### config.mk
export PLATFORM = sky130hd
export DESIGN_NAME = txgap_gate
export DESIGN_NICKNAME = d
export VERILOG_FILES = /design/src/rtl/txg_pkg.sv /design/src/rtl/txg_gap_timer.sv /design/src/rtl/txg_defer_timer.sv /design/src/rtl/txg_start_ctrl.sv /design/src/rtl/txgap_gate.sv
export SDC_FILE = /design/constraint.sdc
export NUM_CORES = 1
export LEC_CHECK = 0
export BUFFER_PORTS_ARGS = -buffer_cell sky130_fd_sc_hd__buf_2
export CAP_MARGIN = 20
export CORE_MARGIN = 10
export CORE_UTILIZATION = 58
export DETAILED_ROUTE_END_ITERATION = 7
export PLACE_DENSITY = 0.76
export SLEW_MARGIN = 10
export SYNTH_ARGS = -nofsm -noshare
export SYNTH_HDL_FRONTEND = slang
export SYNTH_SLANG_ARGS = --single-unit
### constraint.sdc
create_clock -name clk -period 2.2 [get_ports clk]
set_input_delay 0.44 -clock clk [delete_from_list [all_inputs] [get_ports clk]]
set_output_delay 0.44 -clock clk [all_outputs]
set_load 0.05 [all_outputs]
### src/rtl/txg_pkg.sv
package txg_pkg;

  // Snapshot of the gap timer seen by the start controller
  typedef struct packed {
    logic full;      // gap count has reached the full gap
    logic early;     // gap count is below the split point
    logic own_last;  // this station was the last one on the medium
  } gap_view_t;

endpackage

### src/rtl/txg_gap_timer.sv
module txg_gap_timer
  import txg_pkg::*;
#(
  parameter int GAP_FULL  = 96,
  parameter int GAP_SPLIT = 64
) (
  input  logic      clk,
  input  logic      rst_n,
  input  logic      own_tx_end,
  input  logic      in_tx,
  input  logic      crs_block,
  input  logic      launch,
  output gap_view_t view
);
  localparam int GW = $clog2(GAP_FULL + 1);
  localparam logic [GW-1:0] FULL_V  = GW'(GAP_FULL);
  localparam logic [GW-1:0] SPLIT_V = GW'(GAP_SPLIT);

  logic [GW-1:0] gap_q;
  logic          own_last_q;

  // Gap count: cleared by any medium activity, saturates at the full gap
  always_ff @(posedge clk) begin
    if (!rst_n) begin
      gap_q <= '0;
    end else if (own_tx_end || in_tx || launch || crs_block) begin
      gap_q <= '0;
    end else if (gap_q != FULL_V) begin
      gap_q <= gap_q + 1'b1;
    end
  end

  // Last-sender status: set by our own end, cleared by foreign carrier
  always_ff @(posedge clk) begin
    if (!rst_n) begin
      own_last_q <= 1'b0;
    end else if (own_tx_end) begin
      own_last_q <= 1'b1;
    end else if (crs_block) begin
      own_last_q <= 1'b0;
    end
  end

  always_comb begin
    view.full     = (gap_q == FULL_V);
    view.early    = (gap_q < SPLIT_V);
    view.own_last = own_last_q;
  end
endmodule

### src/rtl/txg_defer_timer.sv
module txg_defer_timer #(
  parameter int DEFER_W = 15
) (
  input  logic clk,
  input  logic rst_n,
  input  logic tx_pending,
  input  logic waiting,
  input  logic launch,
  output logic expired
);
  localparam logic [DEFER_W-1:0] CNT_MAX = '1;

  logic [DEFER_W-1:0] cnt_q;
  logic               exp_q;

  // Waiting-time count, saturating at all ones
  always_ff @(posedge clk) begin
    if (!rst_n) begin
      cnt_q <= '0;
    end else if (!tx_pending || launch) begin
      cnt_q <= '0;
    end else if (waiting && cnt_q != CNT_MAX) begin
      cnt_q <= cnt_q + 1'b1;
    end
  end

  // Timeout flag, held until the request is withdrawn
  always_ff @(posedge clk) begin
    if (!rst_n) begin
      exp_q <= 1'b0;
    end else if (!tx_pending) begin
      exp_q <= 1'b0;
    end else if (waiting && cnt_q == CNT_MAX) begin
      exp_q <= 1'b1;
    end
  end

  assign expired = exp_q;
endmodule

### src/rtl/txg_start_ctrl.sv
module txg_start_ctrl
  import txg_pkg::*;
(
  input  logic      clk,
  input  logic      rst_n,
  input  logic      tx_pending,
  input  logic      carrier_sense,
  input  logic      own_tx_end,
  input  gap_view_t view,
  input  logic      expired,
  output logic      waiting,
  output logic      launch,
  output logic      crs_block,
  output logic      in_tx,
  output logic      start_ok,
  output logic      deferring
);
  logic served_q, tx_q, commit_q, start_q, defer_q;
  logic ignore_crs;

  always_comb begin
    waiting    = tx_pending && !served_q && !tx_q && !expired;
    // Commit happens on the first waiting edge inside the early part of our own gap
    ignore_crs = commit_q || (waiting && view.own_last && view.early);
    crs_block  = carrier_sense && !ignore_crs;
    launch     = waiting && view.full && !crs_block;
  end

  always_ff @(posedge clk) begin
    if (!rst_n) begin
      served_q <= 1'b0;
      tx_q     <= 1'b0;
      commit_q <= 1'b0;
      start_q  <= 1'b0;
      defer_q  <= 1'b0;
    end else begin
      if (!tx_pending)  served_q <= 1'b0;
      else if (launch)  served_q <= 1'b1;

      if (own_tx_end)   tx_q <= 1'b0;
      else if (launch)  tx_q <= 1'b1;

      if (!waiting || launch) commit_q <= 1'b0;
      else if (ignore_crs)    commit_q <= 1'b1;

      start_q <= launch;
      defer_q <= waiting && crs_block;
    end
  end

  assign in_tx     = tx_q;
  assign start_ok  = start_q;
  assign deferring = defer_q;
endmodule

### src/rtl/txgap_gate.sv
module txgap_gate
  import txg_pkg::*;
#(
  parameter int GAP_FULL  = 96,
  parameter int GAP_SPLIT = 64,
  parameter int DEFER_W   = 15
) (
  input  logic clk,
  input  logic rst_n,
  input  logic carrier_sense,
  input  logic tx_pending,
  input  logic own_tx_end,
  output logic start_ok,
  output logic deferring,
  output logic excess_defer
);
  gap_view_t view;
  logic waiting, launch, crs_block, in_tx, expired;

  txg_gap_timer #(.GAP_FULL(GAP_FULL), .GAP_SPLIT(GAP_SPLIT)) u_gap (
    .clk(clk), .rst_n(rst_n), .own_tx_end(own_tx_end), .in_tx(in_tx),
    .crs_block(crs_block), .launch(launch), .view(view)
  );

  txg_defer_timer #(.DEFER_W(DEFER_W)) u_defer (
    .clk(clk), .rst_n(rst_n), .tx_pending(tx_pending), .waiting(waiting),
    .launch(launch), .expired(expired)
  );

  txg_start_ctrl u_ctrl (
    .clk(clk), .rst_n(rst_n), .tx_pending(tx_pending),
    .carrier_sense(carrier_sense), .own_tx_end(own_tx_end), .view(view),
    .expired(expired), .waiting(waiting), .launch(launch),
    .crs_block(crs_block), .in_tx(in_tx), .start_ok(start_ok),
    .deferring(deferring)
  );

  assign excess_defer = expired;
endmodule

Word level (Yosys, flattened, before mapping)
Index checks and enable logic that the tools add are counted.
Storage, ports and cells
  bits in registers: 29
  input port bits: 5
  output and inout port bits: 3
  logic and storage cells: 49
Cells by class
  $add $sub $neg: 2
  magnitude comparators: 1
  equality and inequality tests: 4
  multiplexer cells: 2
  bitwise logic cells: 1
  reduce and logical (&&, ||, !) cells: 30
Operators by type and width (count)
  15-bit by 1-bit adder with 15-bit output (second input constant): 1
  15-bit == test (second input constant): 1
  15-bit != test (second input constant): 1
  1-bit logical AND: 11
  2-bit OR reduction: 4
  7-bit by 1-bit adder with 7-bit output (second input constant): 1
  7-bit == test (second input constant): 1
  1-bit zero test: 7
  7-bit less-than comparator (second input constant): 1
  7-bit != test (second input constant): 1
  1-bit logical OR: 6
  1-bit two-way mux: 2
  2-bit AND reduction: 1
  2-bit nonzero test: 1
  1-bit inverter: 1

Depth between registers and ports, before layout
Gate-level depths: netlist of the first run.
  depth in word-level cells: 14
  gate-level depth with buffers: 7
  depth with buffers taken out: 6

Cells and area by module
Synthesis of the first run repeated with hierarchy kept, for this count alone.
Unflattened totals
  cell total of the unflattened synthesis: 155
  area, all modules: 1402.6 µm²
Modules (own cells, without submodules)
  txg_defer_timer: instances 1, cells each 90, area each 813.3 µm², sequential area each 320.3 µm²
  txg_gap_timer: instances 1, cells each 43, area each 376.6 µm², sequential area each 160.2 µm²
  txg_start_ctrl: instances 1, cells each 22, area each 212.7 µm², sequential area each 100.1 µm²

Least setup slack after synthesis of the first run
OpenSTA, ideal clock, no wires.
  kind: register to register
  start point: register u_defer.exp_q, in the netlist u_defer.expired
  end point: register u_defer.cnt_q[12]
  setup time: 0.070 ns
  arrival time: 2.039 ns
  required time: 2.130 ns
  setup slack: 0.092 ns
  stages on the path, launching flop included: 5
  buffers on the path: 0
  period minus slack after synthesis: 2.108 ns
  path through: dfxtp_1 or4b_4 or4_1 or3_1 a21oi_1
Between the ends
  word-level cells in the longest chain between the ends: 11
  elaborated cells between the ends (all ways): 13
  classes of those cells: reduce/logical (13)
Ends and longest elaborated chain
  from (decl): line txg_defer_timer.sv:14  | logic exp_q;
  from (signal assigned): line txg_defer_timer.sv:30  | exp_q <= 1'b0;
  from (signal assigned): line txg_defer_timer.sv:32  | exp_q <= 1'b0;
  from (signal assigned): line txg_defer_timer.sv:34  | exp_q <= 1'b1;
  1-bit zero test (*): line txg_start_ctrl.sv:22  | waiting = tx_pending && !served_q && !tx_q && !expired;
  1-bit logical AND (*): line txg_start_ctrl.sv:22
  1-bit logical AND (2 in a row): line txg_start_ctrl.sv:24  | ignore_crs = commit_q || (waiting && view.own_last && view.early);
  1-bit logical OR: line txg_start_ctrl.sv:24
  1-bit zero test: line txg_start_ctrl.sv:25  | crs_block = carrier_sense && !ignore_crs;
  1-bit logical AND: line txg_start_ctrl.sv:25
  1-bit zero test: line txg_start_ctrl.sv:26  | launch = waiting && view.full && !crs_block;
  1-bit logical AND: line txg_start_ctrl.sv:26
  1-bit logical OR: line txg_defer_timer.sv:20  | end else if (!tx_pending || launch) begin
  2-bit OR reduction (no source line)
  to (signal assigned): line txg_defer_timer.sv:23  | cnt_q <= cnt_q + 1'b1;
  to (decl): line txg_defer_timer.sv:13  | logic [DEFER_W-1:0] cnt_q;
Every way passes the cells marked *; elsewhere a longest branch is shown, timed or not.
A chain may end at the register's enable or synchronous reset.

Worst setup path in the final report of the first run
Ends and elaborated chain as after synthesis.

==> impl_metrics.env, run 1 <==
export IMPL_layout_drive_gt1_share_pct=12.3
export IMPL_worstHoldStart="own_tx_end"
export IMPL_hold_end="u_gap.own_last_q"
export IMPL_hold_worst_slack_ns=0.342
export IMPL_synth_cell_types=32
export IMPL_clk_latency_ns=0.34
export IMPL_r2r_setup_slack_ns=0.17
export IMPL_fin_tns_setup_ns=0
export IMPL_status="complete, no violations"
export IMPL_die_w_um=68.8
export IMPL_crit_slowest_cell="or4b_4"
export IMPL_critical_path_top_delay_family="simple AND/OR/NAND/NOR gates"
export IMPL_syn_instance_count=165
export IMPL_ioPinCount=8
export IMPL_synth_fp_nets=173
export IMPL_drt_initial_drc_count=88
export IMPL_nNetsFinal=186
export IMPL_path_cells="or4b_4 -> or4_1 -> or3_1 -> a21oi_1"
export IMPL_drc_errors=0
export IMPL_initial_utilization_pct=62.0
export IMPL_nFillCells=184
export IMPL_ys_warn_count=0
export IMPL_place_congestion=0.804
export IMPL_worstPathMaxFanout=7
export IMPL_rr_startpoint="u_defer.expired"
export IMPL_clkPwrFrac_pct=38.9
export IMPL_postCtsHoldBufs=0
export IMPL_cts_buffers=5
export IMPL_power_mw=0.952
export IMPL_worstSetupPathType="reg -> reg"
export IMPL_clock_skew_ns=0.0147
export IMPL_drt_pass1_iterations=4
export IMPL_startpoint_type="register"
export IMPL_rsz0062_at_grt="no"
export IMPL_worstHoldPathCells=3
export IMPL_netlist_area_um2=1380
export IMPL_die_h_um=68.8
export IMPL_totalWireLength_um=2950
export IMPL_reg2reg_depth=4
export IMPL_cts_sinks=29
export IMPL_p_int_mw=0.733
export IMPL_dp_hpwl_um=2150
export IMPL_p_sw_share_pct=23.0
export IMPL_grt_pass1_wl_um=5090
export IMPL_finalSetupViolCount=0
export IMPL_cts_path_max_buffers=2
export IMPL_multi_input_area_um2=742
export IMPL_worst_endpoint_arrival_ns=2.30
export IMPL_crit_buf_inv=0
export IMPL_power_density_nw_per_um2=619
export IMPL_htreeDepth=2
export IMPL_yosys_top_cells_area="dfxtp_1 (42%), a21oi_1 (5.8%), nor2_1 (4.3%)"
export IMPL_gr_total_overflow=0
export IMPL_tightest_slew_ns=0.693
export IMPL_clk_pin_slew_ns=0.10
export IMPL_maxCapViolations=0
export IMPL_power_net_switching_mw=0.219
export IMPL_cts_setup_buffers=0
export IMPL_routedWlPerCell_um=14.2
export IMPL_grt_max_degree=13
export IMPL_rows=17
export IMPL_yosys_area_top_type="dfxtp_1"
export IMPL_r2r_end="u_defer.cnt_q[12]"
export IMPL_ir_drop_v=0.000510
export IMPL_vias=1233
export IMPL_viasPerCell=5.96
export IMPL_grt_pass1_vias=1275
export IMPL_netlist_area_leader_share_pct=42.0
export IMPL_num_antenna_cells=0
export IMPL_antenna_found_initial=0
export IMPL_area_growth_pct=11.1
export IMPL_cts_tree="built"
export IMPL_drtAntennaViolNets=0
export IMPL_max_clock_freq_mhz=493
export IMPL_crit_path_end_kind="register"
export IMPL_seq_power_share_pct=56.0
export IMPL_p_comb_share_pct=5.0
export IMPL_seq_area_um2=581
export IMPL_ctsResizeCount=0
export IMPL_avgSynthCellArea_um2=8.39
export IMPL_hold_class="in -> reg"
export IMPL_worst_slew_margin_rel_pct=53.4
export IMPL_fin_crit_ns=2.03
export IMPL_hold_violations=0
export IMPL_port_buffers=7
export IMPL_core_um2=2230
export IMPL_ys_seq_area_share_pct=42.0
export IMPL_p_leak_nw=0.534
export IMPL_synth_seq_cells=29
export IMPL_cts_root_buf="clkbuf_4"
export IMPL_finalCritPeriodShare_pct=92.1
export IMPL_die_area_um2=4740
export IMPL_required_ns=2.47
export IMPL_finalMaxSlewViolations=0
export IMPL_grt_total_usage_pct=14.0
export IMPL_crit_path_max_incr_delay_ns=0.59
==> cell usage in the layout, fill, tap and decap left out <==
master and n:
dfxtp_1 29, nor2_1 16, a21oi_1 16, nand3_1 11
inv_1 10, nand2_1 10, o31ai_1 7, buf_2 7
or4_1 6, clkbuf_4 5, buf_4 5, nand4_1 4
mux2i_1 4, nor4_1 4, and3_1 4, or3_1 4
o21ai_0 4, xnor2_1 4, nand3b_1 3, nor3_1 3
ha_1 3, and2_1 2, nand2b_1 2, and4_1 2
o2111ai_1 2, xor2_1 2, clkbuf_8 2, nor2b_1 1
or4b_4 1, or4b_1 1, a2111o_1 1, nor4b_1 1
or2_2 1, o211ai_1 1, clkinv_2 1
==> registers in the layout, summed over array words and instances (netlist names) <==
name / cells
u_ctrl.in_tx: 1
u_ctrl.commit_q: 1
u_defer.cnt_q: 15
u_defer.expired: 1
u_gap.own_last_q: 1
u_ctrl.deferring: 1
u_ctrl.start_ok: 1
u_ctrl.served_q: 1
u_gap.gap_q: 7
==> routing by layer <==
layer	vias up	wire, um	track usage, %
li1	625	-	-
met1	579	1290	14.3
met2	21	1470	23.9
met3	8	93	3.86
met4	0	95	10.6
met5	-	0	0
==> cells by family (layout without fill, tap and decap cells) <==
kind of cell               after synthesis  count (layout)  synth area share, %
AOI/OAI and AO/OA                       31              31                 13.7
xor gates and xnor gates                 6               6                 3.80
adders and majority gates                3               3                 2.71
buffers and inverters                   16              30                 4.43
DFF                                     29              29                 42.0
muxes                                    4               4                 2.89
and+or+nand+nor                         76              76                 30.6
==> tightest hold or removal path: cells and delay by family <==
family | cells | cell delay (ns)
buf+inv | 1 | 0.08
simple gates | 1 | 0.07
compound gates | 1 | 0.04
==> cell usage after synthesis <==
library cell	n
or4b_1	1
inv_1	10
xnor2_1	4
o31ai_1	7
nor2b_1	1
dfxtp_1	29
nor3_1	3
nand3_1	11
clkbuf_1	5
nand4_1	4
xor2_1	2
or4b_4	1
a2111o_1	1
or3_1	4
nand2_1	10
o2111ai_1	2
buf_2	1
nor4b_1	1
nand2b_1	2
o211ai_1	1
o21ai_0	4
nand3b_1	3
nor4_1	4
a21oi_1	16
mux2i_1	4
or2_2	1
ha_1	3
and3_1	4
and4_1	2
and2_1	2
or4_1	6
nor2_1	16
==> power groups by stage <==
| stage | Sequential [mW] | Clock, mW | Combinational, mW |
|---|---|---|---|
| global placement | 0.546 | 0 | 0.0454 |
| floorplan | 0.547 | 0 | 0.0308 |
| CTS | 0.534 | 0.380 | 0.0478 |
| global route | 0.534 | 0.402 | 0.0543 |
| finish | 0.534 | 0.371 | 0.0479 |
| detailed placement | 0.546 | 0 | 0.0472 |
==> worst max path at each step <==
stage | start | endpoint | slack, ns | cells after the start
2_1_floorplan | u_defer.expired | u_defer.cnt_q[12] | 0.09 | 4
3_3_place_gp | tx_pending | u_defer.cnt_q[12] | 0.12 | 5
3_5_place_dp | tx_pending | u_defer.cnt_q[12] | 0.06 | 5
4_1_cts | u_defer.expired | u_defer.cnt_q[12] | 0.18 | 4
5_1_grt | u_defer.expired | u_defer.cnt_q[12] | 0.12 | 4
6_report | u_defer.expired | u_defer.cnt_q[12] | 0.17 | 4
==> per-stage QoR <==
step                      utilization [%]  setup WS (ns)  cell area (um^2)  instances
after floorplan                         -         0.0917              1380        165
after global placement               65.7          0.122              1470        199
after detailed placement             65.7         0.0567              1470        199
after CTS                            68.9          0.177              1540        207
after global routing                 68.9          0.120              1540        207
final                                68.9          0.173              1540        207
==> layout make-up <==
type,count,area share (%)
multi-input combinational,120,48.3
sequential,29,37.8
timing repair buffer,12,4.72
clock buffer,7,4.23
inverter,10,2.44
tap,28,2.28
clock inverter,1,0.325
(Power assumes the default switching activity.)
==> inputs of run 2 (changes only) <==
--- a/config.mk
+++ b/config.mk
@@ -5,12 +5,15 @@
 export SDC_FILE = /design/constraint.sdc
 export NUM_CORES = 1
 export LEC_CHECK = 0
+export ABC_AREA = 1
 export BUFFER_PORTS_ARGS = -buffer_cell sky130_fd_sc_hd__buf_2
-export CAP_MARGIN = 20
+export CAP_MARGIN = 0
+export CELL_PAD_IN_SITES_DETAIL_PLACEMENT = 1
+export CELL_PAD_IN_SITES_GLOBAL_PLACEMENT = 1
 export CORE_MARGIN = 10
-export CORE_UTILIZATION = 58
+export CORE_UTILIZATION = 44
 export DETAILED_ROUTE_END_ITERATION = 7
-export PLACE_DENSITY = 0.76
+export PLACE_DENSITY_LB_ADDON = 0.1
 export SLEW_MARGIN = 10
 export SYNTH_ARGS = -nofsm -noshare
 export SYNTH_HDL_FRONTEND = slang
==> run 2 against run 1 <==
Against the previous run: hold slack got worse by 0.012 ns; wire length rose by 21%; register-to-register slack better by 0.37 ns; die area grew 35%; synthesized cell count up 28%; via count up 6.0%; area after synthesis up 14%; count of clock-buffer cells in the layout fell by 1; first-iteration DRC count decreased by 40%; critical endpoint is now u_defer.cnt_q[13]; largest cell class unchanged; highest routed layer unchanged; clock power grew 26%.
==> impl_metrics.env, run 2 <==
export IMPL_yosys_area_top_type="dfxtp_1"
export IMPL_initial_utilization_pct=46.4
export IMPL_dp_hpwl_um=2780
export IMPL_cts_setup_buffers=0
export IMPL_die_h_um=80
export IMPL_postCtsHoldBufs=0
export IMPL_cts_path_max_buffers=2
export IMPL_power_net_switching_mw=0.241
export IMPL_finalCritPeriodShare_pct=75.2
export IMPL_synth_seq_cells=29
export IMPL_cts_buffers=5
export IMPL_ys_async_sr_fraction_pct=0
export IMPL_synth_common_cells="nand2_1 (57), dfxtp_1 (29), nor2_1 (26)"
export IMPL_die_area_um2=6400
export IMPL_antenna_found_initial=0
export IMPL_tightest_slew_ns=0.315
export IMPL_p_comb_share_pct=5.1
export IMPL_num_antenna_cells=0
export IMPL_cts_tree="built"
export IMPL_layout_commonest_cell="nand2_1"
export IMPL_worst_endpoint_arrival_ns=1.87
export IMPL_synth_fp_nets=220
export IMPL_cts_sinks=29
export IMPL_top_regs="u_defer.cnt_q (15), u_gap.gap_q (7)"
export IMPL_htreeDepth=2
export IMPL_status="complete, no violations"
export IMPL_hold_class="in -> reg"
export IMPL_synth_most_common_cell="nand2_1"
export IMPL_layout_drive_gt1_share_pct=18.3
export IMPL_ys_warn_count=0
export IMPL_ctsResizeCount=0
export IMPL_viasPerCell=4.84
export IMPL_maxCapViolations=0
export IMPL_gr_total_overflow=0
export IMPL_core_um2=3420
export IMPL_worstPathMaxFanout=15
export IMPL_worst_slew_margin_rel_pct=78.9
export IMPL_synth_edff_count=0
export IMPL_grt_pass1_vias=1423
export IMPL_clock_skew_ns=0.00889
export IMPL_power_density_nw_per_um2=610
export IMPL_grt_max_degree=17
export IMPL_finalSetupViolCount=0
export IMPL_finalWorstSetupSlack_ns=0.545
export IMPL_synth_cell_types=27
export IMPL_p_leak_nw=0.661
export IMPL_cts_root_buf="clkbuf_4"
export IMPL_worstSetupPathType="reg -> reg"
export IMPL_largest_reg_flops=15
export IMPL_startpoint_type="register"
export IMPL_seq_power_share_pct=50.5
export IMPL_crit_path_max_incr_delay_ns=0.32
export IMPL_avgSynthCellArea_um2=7.47
export IMPL_drt_pass1_iterations=4
export IMPL_crit_path_frequent_cell="inv_1"
export IMPL_clkPwrFrac_pct=44.4
export IMPL_yosys_top_cells_area="dfxtp_1 (37%), nand2_1 (14%), nor2_1 (6.2%)"
export IMPL_hold_violations=0
export IMPL_grt_total_usage_pct=12.3
export IMPL_fin_util_pct=50.7
export IMPL_finalMaxSlewViolations=0
export IMPL_most_common_layout_cells="nand2_1 (57), dfxtp_1 (29), nor2_1 (26)"
export IMPL_ir_drop_v=0.000379
export IMPL_die_w_um=80
export IMPL_grt_pass1_wl_um=6330
export IMPL_max_clock_freq_mhz=604
export IMPL_dpl_worst_slack_ns=0.519
export IMPL_ioPinCount=8
export IMPL_netlist_area_um2=1580
export IMPL_fin_crit_ns=1.65
export IMPL_drtAntennaViolNets=0
export IMPL_port_buffers=7
export IMPL_drt_initial_drc_count=53
export IMPL_fin_tns_setup_ns=0
export IMPL_crit_path_end_kind="register"
export IMPL_clk_latency_ns=0.33
export IMPL_vias=1307
export IMPL_syn_instance_count=212
export IMPL_required_ns=2.42
export IMPL_power_mw=1.06
export IMPL_yosys_most_used_dff="dfxtp_1"
export IMPL_netlist_area_leader_share_pct=36.7
export IMPL_nNetsFinal=231
export IMPL_area_growth_pct=9.32
export IMPL_clk_pin_slew_ns=0.10
export IMPL_p_int_mw=0.815
export IMPL_path_cells="inv_1 -> ha_1 -> inv_1 -> nor3_1 -> nand3_2 -> nor2_2 -> nand2_2 -> nand2_4 -> a21oi_1"
export IMPL_p_sw_share_pct=22.9
export IMPL_ys_seq_area_share_pct=36.7
export IMPL_place_congestion=0.767
export IMPL_crit_slowest_cell="dfxtp_1"
export IMPL_top_register="u_defer.cnt_q"
export IMPL_routedWlPerCell_um=13.2
export IMPL_rows=21
export IMPL_drc_errors=0
export IMPL_totalWireLength_um=3570
export IMPL_rsz0062_at_grt="no"
run 2: cell count changes after synthesis, sizes merged, moves of 3 or more:
cell    change
nand2      +53
inv        +17
nor2       +15
o31ai       -7
or4         -6
clkbuf      -5
and3        -4
mux2i       -4
nor4        -4
or3         -4
xor2        +4
nand3b      -3
nand4       +3
run 2: per-stage QoR:
| step | hold slack, ns | instances | instance area [um^2] |
|---|---|---|---|
| after floorplan | 0.429 | 212 | 1580 |
| after global placement | 0.450 | 262 | 1640 |
| after detailed placement | 0.481 | 262 | 1640 |
| after CTS | 0.323 | 270 | 1730 |
| after global routing | 0.330 | 270 | 1730 |
| final | 0.330 | 270 | 1730 |
run 2: logic make-up (layout without fill, tap and decap cells):
kind of cell | after synthesis | in the layout | synth area share, %
compound gates | 22 | 22 | 9.48
simple gates | 116 | 116 | 36.0
xor+xnor | 12 | 12 | 6.64
buf+inv | 30 | 42 | 8.85
fa+ha+maj | 3 | 3 | 2.37
flops | 29 | 29 | 36.7
run 2: path summary, 6_finish.rpt:
path                    from           endpoint  slack [ns]  cells after the start
max           u_gap.gap_q[1]  u_defer.cnt_q[13]        0.55                      9
min               own_tx_end   u_gap.own_last_q        0.33                      3
max reg2reg   u_gap.gap_q[1]  u_defer.cnt_q[13]        0.55                      9
min reg2reg  u_ctrl.served_q    u_ctrl.served_q        0.49                      2
run 2: final cells by class:
type,count,area (um^2)
Clock buffer,6,51.3
Clock inverter,2,37.5
Fill cell,438,1680
Inverter,27,106
Multi-Input combinational cell,153,863
Sequential cell,29,581
Tap cell,46,57.6
Timing Repair Buffer,7,35.0
run 2: worst max-delay path, delay by kind of cell, from the launching register on:
family | cells | cell delay, ns
compound gates | 1 | 0.07
fa+ha+maj | 1 | 0.15
buf+inv | 2 | 0.13
flops | 1 | 0.32
simple gates | 5 | 0.85
run 2: power by group through the flow:
stage	clock network, mW	logic, mW	registers, mW
final	0.469	0.0534	0.533
after detailed placement	0	0.0542	0.546
after global placement	0	0.0523	0.545
after global routing	0.509	0.0605	0.535
after CTS	0.480	0.0545	0.534
after floorplan	0	0.0428	0.547
run 2: routing by layer:
| metal | global-route usage (%) | vias to the layer above | routed length [um] |
|---|---|---|---|
| li1 | - | 685 | - |
| met1 | 12.8 | 605 | 1530 |
| met2 | 22.5 | 12 | 1890 |
| met3 | 4.62 | 5 | 103 |
| met4 | 3.35 | 0 | 44 |
| met5 | 0 | - | 0 |
